[src/rtl/tac_pkg.sv]
package tac_pkg;
  typedef enum logic [1:0] {
    LVL_NOM  = 2'b00,
    LVL_RED1 = 2'b01,
    LVL_RED2 = 2'b10
  } vlevel_e;
endpackage

[src/rtl/tac_level_fsm.sv]
module tac_level_fsm
  import tac_pkg::*;
#(
  parameter int TEMP_W = 8
) (
  input  logic              clk,
  input  logic              rst_n,
  input  logic [TEMP_W-1:0] temp_code,
  input  logic [TEMP_W-1:0] thr_lo,
  input  logic [TEMP_W-1:0] thr_hi,
  input  logic [TEMP_W-1:0] hyst,
  output vlevel_e           level_q,
  output logic              lower_req
);
  localparam int SUM_W = TEMP_W + 1;

  logic [SUM_W-1:0] temp_plus_hyst;
  logic             reach_lo, reach_hi, under_lo, under_hi;
  vlevel_e          level_d;
  logic             level_en;

  always_comb begin
    temp_plus_hyst = {1'b0, temp_code} + {1'b0, hyst};
    reach_lo = (temp_code >= thr_lo);
    reach_hi = (temp_code >= thr_hi);
    under_lo = (temp_plus_hyst < {1'b0, thr_lo});
    under_hi = (temp_plus_hyst < {1'b0, thr_hi});
  end

  always_comb begin
    level_d = level_q;
    unique case (level_q)
      LVL_NOM: begin
        if (reach_hi)      level_d = LVL_RED2;
        else if (reach_lo) level_d = LVL_RED1;
      end
      LVL_RED1: begin
        if (reach_hi)      level_d = LVL_RED2;
        else if (under_lo) level_d = LVL_NOM;
      end
      LVL_RED2: begin
        if (under_hi)      level_d = under_lo ? LVL_NOM : LVL_RED1;
      end
      default:             level_d = LVL_RED2;
    endcase
  end

  assign level_en  = (level_d != level_q);
  assign lower_req = (level_d < level_q);

  always_ff @(posedge clk or negedge rst_n) begin
    if (!rst_n)        level_q <= LVL_NOM;
    else if (level_en) level_q <= level_d;
  end
endmodule

[src/rtl/tac_pred_merge.sv]
module tac_pred_merge
  import tac_pkg::*;
#(
  parameter int STAGES = 3
) (
  input  logic [STAGES-1:0] pred_pri,
  input  logic [STAGES-1:0] pred_sec,
  input  vlevel_e           level,
  output logic              hit
);
  logic [STAGES:0] pri_chain;
  logic [STAGES:0] sec_chain;

  assign pri_chain[0] = 1'b0;
  assign sec_chain[0] = 1'b0;

  for (genvar s = 0; s < STAGES; s++) begin : g_stage
    assign pri_chain[s+1] = pri_chain[s] | pred_pri[s];
    assign sec_chain[s+1] = sec_chain[s] | pred_sec[s];
  end

  logic gate_pri, gate_sec;

  always_comb begin
    gate_pri = (level != LVL_NOM);
    gate_sec = (level == LVL_RED2);
    hit = (gate_pri & pri_chain[STAGES]) | (gate_sec & sec_chain[STAGES]);
  end
endmodule

[src/rtl/tac_freeze_gen.sv]
module tac_freeze_gen #(
  parameter int HOLD_CYC = 4
) (
  input  logic clk,
  input  logic rst_n,
  input  logic hit,
  input  logic lower_req,
  output logic freeze,
  output logic pred_frz,
  output logic hold_busy
);
  localparam int HC_W = $clog2(HOLD_CYC + 1);
  localparam logic [HC_W-1:0] HOLD_LOAD = HC_W'(HOLD_CYC);

  logic            stretch_q, stretch_d;
  logic [HC_W-1:0] hold_q, hold_d;
  logic            hold_en;

  always_comb begin
    pred_frz  = hit & ~stretch_q;
    stretch_d = pred_frz;
    hold_busy = (hold_q != '0);
    hold_en   = lower_req | hold_busy;
    if (lower_req) hold_d = HOLD_LOAD;
    else           hold_d = hold_q - 1'b1;
    freeze    = pred_frz | hold_busy;
  end

  always_ff @(posedge clk or negedge rst_n) begin
    if (!rst_n) stretch_q <= 1'b0;
    else        stretch_q <= stretch_d;
  end

  always_ff @(posedge clk or negedge rst_n) begin
    if (!rst_n)       hold_q <= '0;
    else if (hold_en) hold_q <= hold_d;
  end
endmodule

[src/rtl/tac_stall_meter.sv]
module tac_stall_meter #(
  parameter int CNT_W = 16
) (
  input  logic             clk,
  input  logic             rst_n,
  input  logic             freeze,
  output logic [CNT_W-1:0] count_q
);
  localparam logic [CNT_W-1:0] CNT_MAX = '1;

  logic             cnt_en;
  logic [CNT_W-1:0] count_d;

  always_comb begin
    cnt_en  = freeze & (count_q != CNT_MAX);
    count_d = count_q + 1'b1;
  end

  always_ff @(posedge clk or negedge rst_n) begin
    if (!rst_n)      count_q <= '0;
    else if (cnt_en) count_q <= count_d;
  end
endmodule

[src/rtl/thermal_stall_ctrl.sv]
module thermal_stall_ctrl
  import tac_pkg::*;
#(
  parameter int STAGES   = 3,
  parameter int TEMP_W   = 8,
  parameter int HOLD_CYC = 4,
  parameter int CNT_W    = 16
) (
  input  logic              clk,
  input  logic              rst_n,
  input  logic [TEMP_W-1:0] temp_code,
  input  logic [TEMP_W-1:0] thr_lo,
  input  logic [TEMP_W-1:0] thr_hi,
  input  logic [TEMP_W-1:0] hyst,
  input  logic [STAGES-1:0] pred_pri,
  input  logic [STAGES-1:0] pred_sec,
  output logic [1:0]        vsel,
  output logic              freeze,
  output logic [CNT_W-1:0]  stall_cnt
);
  vlevel_e level;
  logic    lower_req, hit, pred_frz, hold_busy;

  tac_level_fsm #(.TEMP_W(TEMP_W)) u_level (
    .clk(clk), .rst_n(rst_n), .temp_code(temp_code), .thr_lo(thr_lo),
    .thr_hi(thr_hi), .hyst(hyst), .level_q(level), .lower_req(lower_req)
  );

  tac_pred_merge #(.STAGES(STAGES)) u_merge (
    .pred_pri(pred_pri), .pred_sec(pred_sec), .level(level), .hit(hit)
  );

  tac_freeze_gen #(.HOLD_CYC(HOLD_CYC)) u_freeze (
    .clk(clk), .rst_n(rst_n), .hit(hit), .lower_req(lower_req),
    .freeze(freeze), .pred_frz(pred_frz), .hold_busy(hold_busy)
  );

  tac_stall_meter #(.CNT_W(CNT_W)) u_meter (
    .clk(clk), .rst_n(rst_n), .freeze(freeze), .count_q(stall_cnt)
  );

  assign vsel = level;
endmodule

[config.mk]
export PLATFORM = sky130hd
export DESIGN_NAME = thermal_stall_ctrl
export DESIGN_NICKNAME = d
export VERILOG_FILES = /design/src/rtl/tac_pkg.sv /design/src/rtl/tac_level_fsm.sv /design/src/rtl/tac_pred_merge.sv /design/src/rtl/tac_freeze_gen.sv /design/src/rtl/tac_stall_meter.sv /design/src/rtl/thermal_stall_ctrl.sv
export SDC_FILE = /design/constraint.sdc
export NUM_CORES = 1
export LEC_CHECK = 0
export CAP_MARGIN = 15
export CORE_UTILIZATION = 52
export CTS_CLUSTER_DIAMETER = 60
export DETAILED_ROUTE_END_ITERATION = 10
export GPL_ROUTABILITY_DRIVEN = 0
export PLACE_DENSITY = 0.86
export SYNTH_ARGS = -nofsm -noshare
export SYNTH_HDL_FRONTEND = slang
export SYNTH_SLANG_ARGS = --single-unit
[constraint.sdc]
create_clock -name clk -period 3.2 [get_ports clk]
set_input_delay 0.64 -clock clk [delete_from_list [all_inputs] [get_ports clk]]
set_output_delay 0.64 -clock clk [all_outputs]
set_load 0.05 [all_outputs]
* Yosys cells after proc, flatten, opt, wreduce, memory -nomap -nowiden
Index checks and enable logic that the tools add are counted.
** Storage, ports and cells
- Bits in registers :: 22
- Input port bits :: 40
- Logic and storage cells :: 39
** Operators by class
- Add/sub/neg operators :: 3
- Magnitude comparators :: 5
- Equal/unequal tests :: 4
- Mux-type cells :: 8
- Bitwise gates (word level) :: 12
- Reduce and logical (&&, ||, !) cells :: 3
** Operator list (number)
- 9-bit by 8-bit less-than comparator with 1-bit output :: 2
- 16-bit by 1-bit adder with 16-bit output (second input constant) :: 1
- 8-bit >= comparator :: 2
- 16-bit != test (second input constant) :: 1
- 2-bit two-way mux :: 5
- 8-bit by 8-bit adder with 9-bit output :: 1
- 1-bit OR :: 7
- 2-bit one-hot mux with 3 select lines :: 1
- 1-bit AND :: 4
- 3-bit two-way mux :: 1
- 3-bit nonzero test :: 1
- 3-bit by 1-bit subtractor with 3-bit output (second input constant) :: 1
- 2-bit by 1-bit equality test with 1-bit output (second input constant) :: 1
- 2-bit equality test (second input constant) :: 1
- 2-bit zero test :: 1
- 2-bit less-than comparator :: 1
- 2-bit != test :: 1
- 2-bit nonzero test :: 1
- 1-bit two-way mux :: 1
- 1-bit inverter :: 1

* Longest topological paths before layout
Gate-level depths: netlist of run 1.
- Depth after elaboration :: 7
- Gate-level depth with buffers :: 21
- Mapped depth without buffers :: 21

* Modules after synthesis
A second synthesis of run 1 with hierarchy kept.
** Unflattened totals
- Cell total of the unflattened synthesis :: 240
- Area, all modules :: 2328.5 um^2
** By module, submodules not included
- tac_level_fsm :: times used 1, cells an instance 144, area an instance 1209.9 um^2, sequential area each 50.0 um^2
- tac_stall_meter :: times used 1, cells an instance 72, area an instance 859.6 um^2, sequential area each 400.4 um^2
- tac_freeze_gen :: times used 1, cells an instance 20, area an instance 226.5 um^2, sequential area each 100.1 um^2
- tac_pred_merge :: times used 1, cells an instance 4, area an instance 32.5 um^2, sequential area each 0.0 um^2

* Worst setup path after synthesis of run 1
No wires, ideal clock.
- Path type :: in2reg
- Start point :: input temp_code[0]
- End point :: register u_level.level_q[0]
- Setup time :: 0.126 ns
- Arrival time :: 3.551 ns
- Required time :: 3.074 ns
- Path slack :: -0.477 ns
- Cell stages on the path :: 19
- Buffers on the path :: 0
- Cells stage by stage :: ha_1 inv_1 fa_1 nor2b_4 o21ai_2 a21boi_2 o21a_1 nor2_1 xnor2_1 ha_1 o21a_1 o21ai_0 o21ai_0 o21ai_0 a32oi_1 ha_1 nand2_1 inv_1 a221o_1
** On the way
- Word-level cells in the longest chain between the ends :: 6
- Elaborated cells between the ends (all ways) :: 13
- Those cells by class :: 1 x add/sub; 4 x order compare; 1 x eq/ne; 7 x mux
** Ends and longest elaborated chain
- from (decl) :: line thermal_stall_ctrl.sv:11 : input logic [TEMP_W-1:0] temp_code,
- 8-bit by 8-bit adder with 9-bit output :: line tac_level_fsm.sv:23 : temp_plus_hyst = {1'b0, temp_code} + {1'b0, hyst};
- 9-bit by 8-bit less-than comparator with 1-bit output :: line tac_level_fsm.sv:26 : under_lo = (temp_plus_hyst < {1'b0, thr_lo});
- 1-bit two-way mux / 2-bit two-way mux (equally long branches) :: line tac_level_fsm.sv:42, tac_level_fsm.sv:39
- 2-bit two-way mux (on tied branches) :: line tac_level_fsm.sv:42, tac_level_fsm.sv:38
- 2-bit one-hot mux with 3 select lines (*) :: line tac_level_fsm.sv:32 : unique case (level_q)
- 2-bit != test :: line tac_level_fsm.sv:48 : assign level_en = (level_d != level_q);
- to (signal assigned) :: line tac_level_fsm.sv:53 : else if (level_en) level_q <= level_d;
- to (decl) :: line tac_level_fsm.sv:12 : output vlevel_e level_q,
Every way passes the cells marked *; elsewhere a longest branch is shown, timed or not.
A chain may end at the register's enable or synchronous reset.

* Worst setup path in the final report of run 1
- Start point :: input hyst[1]
- End point :: register u_level.level_q[0]
** On the way
- Word-level cells in the longest chain between the ends :: 6
- Elaborated cells between the ends (all ways) :: 9
- Those cells by class :: 1 x add/sub; 2 x order compare; 1 x eq/ne; 5 x mux
** Ends and longest elaborated chain
- from (decl) :: line thermal_stall_ctrl.sv:14 : input logic [TEMP_W-1:0] hyst,
- 8-bit by 8-bit adder with 9-bit output (*) :: line tac_level_fsm.sv:23
- 9-bit by 8-bit less-than comparator with 1-bit output :: line tac_level_fsm.sv:26
- 1-bit two-way mux / 2-bit two-way mux (equally long branches) :: line tac_level_fsm.sv:42, tac_level_fsm.sv:39
- 2-bit two-way mux (on tied branches) :: line tac_level_fsm.sv:42, tac_level_fsm.sv:38
- 2-bit one-hot mux with 3 select lines (*) :: line tac_level_fsm.sv:32
- 2-bit != test :: line tac_level_fsm.sv:48
Marked as above.

==> run summary, run 1 <==
Among cell families on the critical path, the largest total delay comes from compound AO/OA/AOI/OAI gates. Across all layers, the routed design uses 2345 vias. The total of flip-flops plus latches after synthesis is 22.

The final worst-path cycle share came out at 118.2%. The overall global routing resource usage is 35.25%. For this run, the share of the core covered by cells in the final layout is 90.18%. Relative to the synthesized area, the layout overhead comes to 60.83%. The synthesized area divided by synthesized cell count is 8.885 µm². The largest net degree at the start of global routing is 23. The DRC violations left came out at 0.

The slew at the pin with the worst max-slew slack is between 0.9 and 1 ns. The signal on the critical path passes through buf_6 > ha_4 > a21o_1 > a21oi_2 > nand2b_4 > a21boi_2 > o41a_1 > xor2_2 > buf_4 > ha_1 > nor3_1 > o21ai_4 > o21ai_1 > a32oi_1 > ha_1 > nand2_2 > inv_2 > o31ai_2 > a221o_1. After the last flow step, the layout net total stands at 434. CTS saw 22 sinks. The clock buffer count from CTS is 3. The detailed placement HPWL is approximately 4500 µm. The share of the Yosys chip area taken by registers is 26.04%. The via count of the first global-routing pass came out at 2499. The initial antenna violation count is 0.

The smallest hold slack came out at 0.5158 ns. The final antenna diode count came out at 0. The net count after synthesis came out at between 300 and 400. In the synthesized netlist the dominant register cell turns out to be dfrtp_1. The max-capacitance violation count came out at 0. The buffering stage count on the worst path with inverters included came out at 3. The final critical path time including I/O delays and setup came out at 3.783 ns. The number of buffers added on ports came out at 58. During synthesis, Yosys emitted a total of 0 warnings. The number of filler cells placed in the layout is 162. The endpoint arrival time on the critical path came out at 3.92 ns. The routed design has 7626 µm of wire. The y dimension of the die came out at 65.77 µm. The detailed-route wire length per cell is 19.26 µm. In this run the remaining antenna-violating nets after routing total 0. The horizontal die dimension is 65.77 µm. The layout cell share with drive strength beyond 1 came out at 28.16%. The total overflow left after global routing is 0. TritonCTS built the clock tree. The endpoint required time on the critical path came out at 3.34 ns. The number of top-level pins is 59.

Setup repair after global routing could not meet its margin everywhere. The die area came out at 4326 µm². The critical path capture point type is a register.

The initial detailed-routing violation count is 215. The most frequent cell on the critical path is ha_1. The share of flip-flops with an asynchronous set or reset came out at 100.0%. The tightest min-delay check is of the register to register type. The cell count after synthesis came out at 238. The clock skew is 0.002466 ns. The clock-pin slew on the worst setup and hold paths came out at roughly 0.070 ns. The power per cell area came out at 629.1 nW/µm². The largest fanout on the critical path came out at 3. The total power draw came out at 2.139 mW. The total leakage power is 1.615 nW. The number of optimization iterations in the first detailed-route pass came out at 4.

The global-route wire length before repair came out at around 11000 µm. The clock insertion delay at the later pin of the skew report came out at about 0.26 ns. The number of pins exceeding their max-slew limit in the final report came out at 0. The tightest slew margin relative to the limit came out at 34.60%. The combined area of all synthesized cells is 2115 µm².

The post-placement worst setup slack is -1.214 ns. Among all stages on the critical path, the largest delay is contributed by o41a_1. Derived from the worst setup path, the maximum achievable clock frequency is 264.3 MHz.

The cell area after layout came out at 3401 µm². After routing, the total negative slack on setup checks comes to -2.500 ns. The number of buffers between clock root and the deepest sink is 2. The distinct cell type count after synthesis is 40. The cell sitting at the root of the clock tree is a clkbuf_8. Leaving out filler cells and counting taps, the final layout contains 396. The largest single stage delay on the critical path is roughly 0.35 ns.

The cell row count is 22. The final reports fail on setup timing. After layout, the worst setup slack is -0.5833 ns.

The worst setup path is launched from an input pin. Yosys mapped a number of flops with a built-in enable equal to 0. The instance count after placement with tap cells included is 378. The largest vdd supply drop came out at 369.9 µV.

Setup violations remaining at the end of the flow were counted as 5. In this run the number of H-tree levels came out at 1. The via density per instance is 5.922. The flow ran to the end, but the final reports show violations. The initial utilization of the core area, before any placement, comes to 56.07%. The worst setup path is of the input pin to register kind. Summing all placed instances gives a cell area of 3042 µm². The final-report hold violation count came to 0. The placeable core area came out at 3771 µm².
[state kept, by name, summed over array words and instances (netlist names)]
register,flops
u_freeze.stretch_q,1
u_freeze.hold_q,3
u_meter.count_q,16
u_level.level_q,2
[cell usage after synthesis, types with 3 or more instances]
library cell	number	area share, %
nand2b_1	3	0.89
a211oi_1	4	1.4
nor3_1	3	0.71
ha_1	43	25
o21ai_0	13	3.1
a21oi_1	13	3.1
xnor2_1	15	6.2
nor2b_1	4	1.2
dfrtp_1	22	26
nand4_1	6	1.8
a21o_1	4	1.4
and4_1	3	1.2
o21a_1	4	1.4
nand3_1	6	1.4
nor2_1	19	3.4
xor2_1	5	2.1
nand2_1	15	2.7
and3_1	6	1.8
inv_1	29	5.1
[worst reg2reg max path, stage by stage, from the launching register on]
cell,delay [ns]
dfrtp_1,0.44
inv_1,0.13
nor3_1,0.35
o21ai_4,0.13
o21ai_1,0.16
a32oi_1,0.08
ha_1,0.32
nand2_2,0.07
inv_2,0.08
o31ai_2,0.07
a221o_1,0.31
[logic make-up after synthesis]
kind of cell	after synthesis	synth area share, %
AOI/OAI and AO/OA	52	16.21
xor gates and xnor gates	20	8.284
adders and majority gates	44	26.39
buffers and inverters	30	5.680
DFF	22	26.04
muxes	2	1.006
and+or+nand+nor	68	16.39
[worst paths after layout]
check                                   start                  to  slack (ns)  depth (start not counted)
max                                   hyst[1]  u_level.level_q[0]       -0.58                         19
min                        u_meter.count_q[6]  u_meter.count_q[6]        0.52                          1
max reg2reg                u_level.level_q[1]  u_level.level_q[0]        0.96                         10
min reg2reg                u_meter.count_q[6]  u_meter.count_q[6]        0.52                          1
max in group asynchronous               rst_n  u_freeze.hold_q[0]        1.68                          1
min in group asynchronous               rst_n  u_meter.count_q[4]        0.92                          1
[cell usage in the layout, fill, tap and decap left out, types with 3 or more instances in the layout]
cell type	n
a21o_1	4
a21oi_1	7
a21oi_2	4
and3_1	6
and4_1	3
buf_4	50
buf_6	4
clkbuf_8	3
clkdlybuf4s50_1	47
dfrtp_1	22
dlygate4sd2_1	4
ha_1	35
ha_4	8
inv_1	27
nand2_1	12
nand2_2	3
nand3_1	6
nand4_1	6
nor2_1	16
nor2_2	3
nor2b_1	4
nor3_1	3
o21a_1	4
o21ai_0	8
o21ai_2	3
xnor2_1	14
xor2_1	4
[layout make-up]
cell class,count,area (µm²),share of cell area [%]
inverters,29,108.9,3.201
clock buffers,3,41.29,1.214
well taps,48,60.06,1.766
flip-flops and latches,22,550.5,16.19
multi-input cells,186,1679,49.37
repair buffers,108,960.9,28.26
[routing by layer]
metal | global-route usage [%] | wire length (µm)
met3 | 8.793 | 455
met1 | 37.61 | 2902
met4 | 17.39 | 366
met5 | 0 | 0
met2 | 63.65 | 3902
[power by group]
| part | total, mW | internal (mW) | switching [mW] |
|---|---|---|---|
| clock network | 0.166 | 0.0838 | 0.0824 |
| registers | 0.470 | 0.366 | 0.104 |
| logic | 1.50 | 0.672 | 0.832 |
| total | 2.14 | 1.12 | 1.02 |
[repair_timing]
item	in CTS	in global routing
resized for setup	49	18
setup endpoints to repair	5	5
pin swaps	26	22
buffers inserted	13	3
hold buffers	0	0
Power figures use the tool's default switching activity.
==> run 2, diff against run 1 <==
--- a/config.mk
+++ b/config.mk
@@ -11,6 +11,7 @@
 export DETAILED_ROUTE_END_ITERATION = 10
 export GPL_ROUTABILITY_DRIVEN = 0
 export PLACE_DENSITY = 0.86
+export RECOVER_POWER = 25
 export SYNTH_ARGS = -nofsm -noshare
 export SYNTH_HDL_FRONTEND = slang
 export SYNTH_SLANG_ARGS = --single-unit
==> run summary, run 2 (same netlist as run 1, synthesis figures left out) <==
The run finished, with violations left. The final reports fail on setup timing. The final net count is 434 (unchanged).

The vias after detailed routing came out at 2337 (-0.34%). The via density per instance is 5.902 (-0.34%). The largest vdd supply drop came out at 369.8 µV (about the same). The number of buffers between clock root and the deepest sink is 2 (unchanged). The overall global routing resource usage is 35.25% (unchanged). The y dimension of the die was 65.77 µm (unchanged). The initial cell density of the core is 56.07% (unchanged). The clock share of power is 7.8% (about the same). The final antenna diode count came to 0 (unchanged). The largest fanout on the critical path came out at 3 (unchanged). The number of nets with antenna violations after detailed routing is 0 (unchanged).

The library cell used most frequently in the layout, excluding fill and tap cells, is buf_4. The share of total power in combinational logic came out at 70.2% (about the same). STA classifies the critical path endpoint as a register. The number of pins exceeding their max-slew limit in the final report is 0 (unchanged).

The area growth from synthesis to layout is 60.83% (unchanged). The met3 track demand over resource in global routing is 8.793% (unchanged). The tree is rooted in a clkbuf_8.

The aggregate routed wire length came out at 7626 µm (unchanged). The largest registers in the layout are u_meter.count_q x16, u_freeze.hold_q x3, u_level.level_q x2. The placeable core area is 3771 µm² (unchanged). The detailed-route wire length per cell is 19.26 µm (unchanged). The number of setup violations in the final report came out at 5 (unchanged). The largest net degree at the start of global routing is 23 (unchanged). The met1 capacity usage during global routing was 37.61% (unchanged).

The cell that appears most often on the critical path is ha_1. The clock skew came to 0.002297 ns (-0.0001688 ns). The switching part of the total came to 47.58% (about the same).

The delay contributed by the slowest stage of the critical path is 0.35 ns (about the same). The met2 layer usage reported by global route is 63.65% (unchanged). The classification of the worst setup path is input pin to register. The clock buffer count from CTS is 3 (unchanged). The cell row count came out at 22 (unchanged). The detailed placement HPWL is 4472 µm (unchanged). The initial detailed-routing violation count came out at 217 (+0.93%).

The H-tree depth reported by CTS came out at 1 (unchanged). The buffering stage count on the worst path with inverters included came out at 3 (unchanged). The number of buffers inserted for hold repair after clock tree synthesis came to 0 (unchanged). The global routing stage identified its most utilized layer as met2.

The endpoint arrival time on the critical path was 3.92 ns (about the same). The number of optimization iterations in the first detailed-route pass is 4 (unchanged). The max-capacitance violation count came out at 0 (unchanged).

The slowest stage of the critical path belongs to the cell o41a_1. The number of cells in the finished layout apart from fillers is 396 (unchanged). The power per cell area came out at 628.3 nW/µm² (-0.13%).

The die area is 4326 µm² (unchanged). The clock insertion delay at the later pin of the skew report was 0.26 ns (about the same). The final worst-path cycle share is 118.3% (about the same). The instance count after placement with tap cells included came out at 378 (unchanged). The total leakage power is 1.615 nW (about the same). The tightest min-delay check is of the register to register type.

The setup total negative slack is -2.499 ns (+0.001310 ns). The initial antenna violation count is 0 (unchanged). The number of flip-flops under the largest register name was 16 (unchanged).

The clock-pin slew on the worst setup and hold paths is 0.07 ns (about the same). The layout cell share with drive strength beyond 1 is 28.16% (unchanged). The slew at the pin with the worst max-slew slack is 0.9901 ns (+0.01218 ns). The TritonCTS clock tree is done. The endpoint required time on the critical path is 3.34 ns (about the same).

The final critical path time including I/O delays and setup is 3.784 ns (+0.001034 ns). The number of top-level pins was 59 (unchanged). Setup repair after global routing could not meet its margin everywhere. The reg-to-reg setup timing slack is 0.96 ns (about the same).

The switching component of the power came out at 1.017 mW (-0.19%). The post-route worst setup slack is -0.5843 ns (-0.001034 ns). The fraction of power consumed by sequential logic came out at 22.0% (about the same). The sort of element at the start of the critical path is an input pin. The post-layout utilization of the core came to 90.18% (unchanged). Ranked by flip-flop count, first place goes to u_meter.count_q. The horizontal die dimension came to 65.77 µm (unchanged).

The number of sinks handled by clock tree synthesis came out at 22 (unchanged). The DRC violations left is 0 (unchanged). The overflow left after global routing is 0 (unchanged).

The number of filler cells placed in the layout was 162 (unchanged). The internal power consumption is 1.120 mW (about the same). The tightest slew margin relative to the limit came out at 33.77% (-0.83 points).

The achievable clock frequency is 264.2 MHz (about the same). The critical path goes through buf_6 > ha_4 > a21o_1 > a21oi_2 > nand2b_4 > a21boi_2 > o41a_1 > xor2_2 > buf_4 > ha_1 > nor3_1 > o21ai_4 > o21ai_1 > a32oi_1 > ha_1 > nand2_2 > inv_2 > o31ai_2 > a221o_1. The post-placement worst setup slack came out at -1.214 ns (unchanged). The global-route wire length before repair came to 11340 µm (unchanged). The final-report hold violation count came out at 0 (unchanged).

The via count of the first global-routing pass is 2499 (unchanged). The cell family contributing the most delay on the critical path is compound AO/OA/AOI/OAI gates. The smallest hold slack came out at 0.5158 ns (unchanged). The library cells used most frequently in the layout, excluding fill and tap cells, are buf_4 (50), clkdlybuf4s50_1 (46), ha_1 (35).

The number of buffers added on ports is 58 (unchanged).
[run 2: cell types whose count changed in the layout (fill, tap and decap cells not counted), sizes merged]
cell / previous run / this run
dlygate4sd3: 0 / 1
clkdlybuf4s50: 47 / 46
[run 2: path summary, 6_finish.rpt]
check	start	end	cells past startpoint
worst max-delay path	hyst[1]	u_level.level_q[0]	19
worst min-delay path	u_meter.count_q[6]	u_meter.count_q[6]	1
min in group asynchronous	rst_n	u_meter.count_q[4]	1
worst max register to register	u_level.level_q[1]	u_level.level_q[0]	10
max in group asynchronous	rst_n	u_freeze.hold_q[0]	1
worst min register to register	u_meter.count_q[6]	u_meter.count_q[6]	1
[run 2: through the flow]
stage	cell area, µm²	total power [mW]
global route	3401	2.237
global placement	3042	1.482
CTS	3307	1.895
detailed placement	3042	1.545
finish	3401	2.137
floorplan	2152	1.143
[run 2: final cells by class]
cell class	count	area [µm²]	area share, %
clock buffers	3	41.29	1.214
inverters	29	108.9	3.201
multi-input cells	186	1679	49.37
flip-flops and latches	22	550.5	16.19
well taps	48	60.06	1.766
repair buffers	108	960.9	28.26
[run 2: metal layers]
metal | part of all wire, % | vias to the layer above | routed length, µm
met1 | 38 | 1104 | 2927
met5 | 0 | - | 0
met2 | 51 | 130 | 3923
li1 | - | 1067 | -
met3 | 5.7 | 36 | 435
met4 | 4.5 | 0 | 340
[run 2: timing repair]
item,CTS,global route
endpoints found under the setup margin,5,5
gates resized for setup,49,18
buffers inserted,13,3
hold endpoints to repair,0,0
pin swaps,26,22
[run 2: power by group through the flow]
| stage | combinational (mW) | clock, mW | sequential (mW) |
|---|---|---|---|
| after global placement | 1.02 | 0 | 0.457 |
| final | 1.50 | 0.166 | 0.470 |
| after global routing | 1.57 | 0.187 | 0.479 |
| after floorplan | 0.501 | 0 | 0.642 |
| after CTS | 1.27 | 0.169 | 0.460 |
| after detailed placement | 1.08 | 0 | 0.467 |
==> run 3, diff against run 2 <==
--- a/config.mk
+++ b/config.mk
@@ -6,12 +6,14 @@
 export NUM_CORES = 1
 export LEC_CHECK = 0
 export CAP_MARGIN = 15
-export CORE_UTILIZATION = 52
+export CORE_UTILIZATION = 54
 export CTS_CLUSTER_DIAMETER = 60
 export DETAILED_ROUTE_END_ITERATION = 10
 export GPL_ROUTABILITY_DRIVEN = 0
-export PLACE_DENSITY = 0.86
+export PLACE_DENSITY = 0.87
 export RECOVER_POWER = 25
+export SLEW_MARGIN = 10
 export SYNTH_ARGS = -nofsm -noshare
 export SYNTH_HDL_FRONTEND = slang
+export SYNTH_HIERARCHICAL = 1
 export SYNTH_SLANG_ARGS = --single-unit
==> run summary, run 3 <==
The number of buffers between clock root and the deepest sink came out at 2 (unchanged). The worst register-to-register path begins at u_level/level_q[0]. The switching component of the power came out at 1.000 mW (-1.6%). The final-report hold violation count is 0 (unchanged). The distinct cell type count after synthesis came out at 56 (+40%). The register area came out at 550.5 µm² (unchanged).

TritonCTS built the clock tree. STA classifies the critical path startpoint as an input pin. The number of top-level pins is 59 (unchanged). The largest registers in the layout are u_meter/count_q x16, u_freeze/hold_q x3, u_level/level_q x2. The combined area of all synthesized cells came out at 2328 µm² (+10%). The biggest area consumer among synthesized cells is dfrtp_1. The number of buffers added on ports came out at 58 (unchanged).

The detailed placement HPWL is 4947 µm (+11%). The buffering stage count on the worst path with inverters included is 2 (-1). The count of flip-flops with a built-in enable after synthesis is 0 (unchanged).

The placeable core area is 4058 µm² (+7.6%). The cell count after synthesis is 240 (+0.84%). The cell row count was 23 (+4.5%). The endpoint required time on the critical path is 3.40 ns (+0.06 ns).

The die area came out at 4579 µm² (+5.8%). The via count of the first global-routing pass was 2436 (-2.5%). The DRC violations left is 0 (unchanged). The number of pins exceeding their max-slew limit in the final report came to 0 (unchanged). The critical path goes through buf_8 > ha_4 > inv_2 > fa_2 > nor2b_4 > o31ai_4 > nand2_1 > a21oi_2 > xnor2_2 > ha_1 > a211oi_2 > o21ai_1 > o221a_1 > nor3_2 > a21oi_1 > o21a_1 > ha_4 > nand2_2 > nor4b_4 > a21oi_2 > o211ai_2. The via density per instance is 6.088 (+3.2%). The total leakage power came out at 1.635 nW (+1.2%). The largest vdd supply drop is 338.5 µV (-8.5%). The max-capacitance violation count is 0 (unchanged). The number of cells on the worst hold path came to 1 (unchanged). The endpoint identified for the worst register-to-register timing path is u_meter/count_q[7]. By count the netlist is led by ha_1 (43), inv_1 (27), dfrtp_1 (22). Setup repair after global routing could not meet its margin everywhere. STA classifies the critical path endpoint as a register.

The prevailing post-synth register cell is dfrtp_1. The cell with the largest stage delay on the worst path is ha_1. Clock tree synthesis selected as its root buffer the cell clkbuf_8.

The clock skew came out at 0.003714 ns (+0.001417 ns). The share of flip-flops with an asynchronous set or reset came out at 100.0% (unchanged). The number of cells traversed by the worst register-to-register path came out at 8 (-2). The internal power consumption is 1.190 mW (+6.2%).

The clock insertion delay at the later pin of the skew report came out at 0.27 ns (about the same). The number of nets with antenna violations after detailed routing came out at 0 (unchanged). The number of sinks handled by clock tree synthesis is 22 (unchanged). On the critical path the largest part of the delay comes from compound AO/OA/AOI/OAI gates.

The clock buffer count from CTS came to 3 (unchanged). The tightest slew margin relative to the limit is 33.71% (-0.067 points). The final antenna diode count is 0 (unchanged). The overflow left after global routing came to 0 (unchanged). The reg-to-reg setup timing slack came out at 0.79 ns (-0.17 ns).

The slew at the pin with the worst max-slew slack came to 0.9911 ns (+0.001006 ns). The achievable clock frequency came out at 261.2 MHz (-1.1%). The overall global routing resource usage is 31.11% (-4.1 points). The number of flip-flops under the largest register name is 16 (unchanged). The initial antenna violation count is 0 (unchanged). The setup total negative slack is -2.851 ns (-0.3517 ns). The number of optimization iterations in the first detailed-route pass came out at 4 (unchanged). The proportion of netlist area held by the largest area contributor is 23.64% (-2.4 points).

The delay contributed by the slowest stage of the critical path was 0.34 ns (about the same). The largest net degree at the start of global routing was 23 (unchanged). The checks that failed: setup timing.

The most common cell in the synthesized netlist is ha_1. The largest fanout on the critical path came out at 2 (-1). The vias after detailed routing came to 2423 (+3.7%). The library cells used most frequently in the layout, excluding fill and tap cells, are clkdlybuf4s50_1 (45), buf_4 (45), ha_1 (33).

The final worst-path cycle share came out at 119.6% (+1.4 points). The class of the tightest hold or removal check is register to register. The startpoint of the tightest hold check path is u_freeze/stretch_q. The initial cell density of the core came out at 57.39% (+1.3 points).

The share of total power in combinational logic was 68.3% (-1.9 points). The post-route worst setup slack is -0.6280 ns (-0.04369 ns). The count of synthesis-stage warnings from yosys is 6 (+6).

The total of flip-flops plus latches after synthesis came out at 22 (unchanged). The global-route wire length before repair is 10650 µm (-6.1%). The horizontal die dimension is 67.67 µm (+2.9%). The detailed-route wire length per cell is 18.78 µm (-2.5%). The endpoint arrival time on the critical path came out at 4.02 ns (+0.10 ns). The largest register by flop count is u_meter/count_q. The sequential area share after synthesis came out at 23.64% (-2.4 points).

The switching part of the total is 45.67% (-1.9 points). The power per cell area came to 610.4 nW/µm² (-2.8%). The initial detailed-routing violation count is 149 (-31%). The fraction of power consumed by sequential logic is 22.5% (+0.5 points). The synthesized area divided by synthesized cell count is 9.702 µm² (+9.2%).

The critical path in this run is classified as input pin to register. The y dimension of the die came out at 67.67 µm (+2.9%). The layout cell share with drive strength beyond 1 came out at 31.03% (+2.9 points).

The number of setup violations in the final report is 5 (unchanged). The final net count is 433 (-0.23%). The final critical path time including I/O delays and setup was 3.828 ns (+0.04369 ns). The net count after synthesis was 324 (+0.62%). The clock share of power is 9.2% (+1.4 points).

The number of filler cells placed in the layout came to 196 (+21%). The endpoint of the worst hold-timing path is u_freeze/stretch_q. The flow ran to the end, but the final reports show violations.

The clock-pin slew on the worst setup and hold paths came out at 0.07 ns (about the same). The H-tree depth reported by CTS was 1 (unchanged). The total area of multi-input combinational cells came out at 1883 µm² (+12%). From synthesis to final layout, the design area changed by 54.06%.

After synthesis, the cell types taking the most area are dfrtp_1 (24%), ha_1 (23%), inv_1 (4.4%). The aggregate routed wire length was 7474 µm (-2.0%). The post-placement worst setup slack came out at -1.328 ns (-0.1146 ns).
==> run 3: power groups by stage <==
| stage | registers (mW) | logic (mW) | clock network [mW] |
|---|---|---|---|
| 2_1_floorplan | 0.665 | 0.627 | 0 |
| 3_3_place_gp | 0.485 | 1.20 | 0 |
| 3_5_place_dp | 0.489 | 1.24 | 0 |
| 4_1_cts | 0.485 | 1.33 | 0.200 |
| 5_1_grt | 0.502 | 1.59 | 0.209 |
| 6_report | 0.492 | 1.50 | 0.201 |
==> run 3: logic make-up (layout without fill, tap and decap cells) <==
family          count (synthesis)  after routing  share of synthesized area, %
buf+inv                        28            136                         4.514
compound gates                 64             64                         20.90
simple gates                   68             68                         21.33
mux                             2              2                         1.128
flops                          22             22                         23.64
xor+xnor                       12             12                         4.514
fa+ha+maj                      44             44                         23.97
==> run 3: layout make-up <==
class                   count  area share (%)
inverters                  28           2.930
flip-flops and latches     22           15.35
clock buffers               4           1.535
repair buffers            104           25.95
multi-input cells         190           52.49
well taps                  50           1.744
==> run 3: how the worst max path moves through the flow <==
| stage | start | endpoint | slack (ns) | depth (start not counted) |
|---|---|---|---|---|
| 2_1_floorplan | temp_code[0] | u_level/level_q[0] | -0.55 | 20 |
| 3_3_place_gp | temp_code[0] | u_level/level_q[0] | -1.19 | 21 |
| 3_5_place_dp | temp_code[0] | u_level/level_q[0] | -1.33 | 21 |
| 4_1_cts | hyst[0] | u_level/level_q[0] | -0.55 | 21 |
| 5_1_grt | temp_code[0] | u_level/level_q[0] | -0.82 | 21 |
| 6_report | temp_code[0] | u_level/level_q[0] | -0.63 | 21 |
==> run 3: stage by stage <==
step	cell area [µm²]	cells	util, %	power, mW	hold WS (ns)
4_1_cts	3488	394	85.97	2.016	0.4147
3_5_place_dp	3283	383	80.91	1.728	0.4037
3_3_place_gp	3283	383	80.91	1.682	0.3926
5_1_grt	3587	398	88.41	2.306	0.4818
6_report	3587	398	88.41	2.190	0.4658
2_1_floorplan	2367	240	-	1.291	0.3444
==> run 3: what timing repair did <==
action                                  CTS  global route
resized for setup                        42            15
hold endpoints to repair                  0             0
pin swaps                                31            26
hold buffers                              0             0
endpoints found under the setup margin    5             5
buffers inserted                          7             4
==> run 3: worst register-to-register path, stage by stage, from the launching register on <==
cell,delay (ns)
dfrtp_1,0.52
nand2b_1,0.20
o21ai_0,0.14
nor2b_1,0.22
nand2b_1,0.37
and3_1,0.33
and4_2,0.29
a31oi_1,0.10
a31oi_1,0.16
==> run 3: metal layers <==
metal | GRT usage [%] | share of wire (%)
met1 | 33.50 | 38
met2 | 58.91 | 53
met3 | 2.703 | 4.7
met4 | 16.49 | 4.4
met5 | 0 | 0
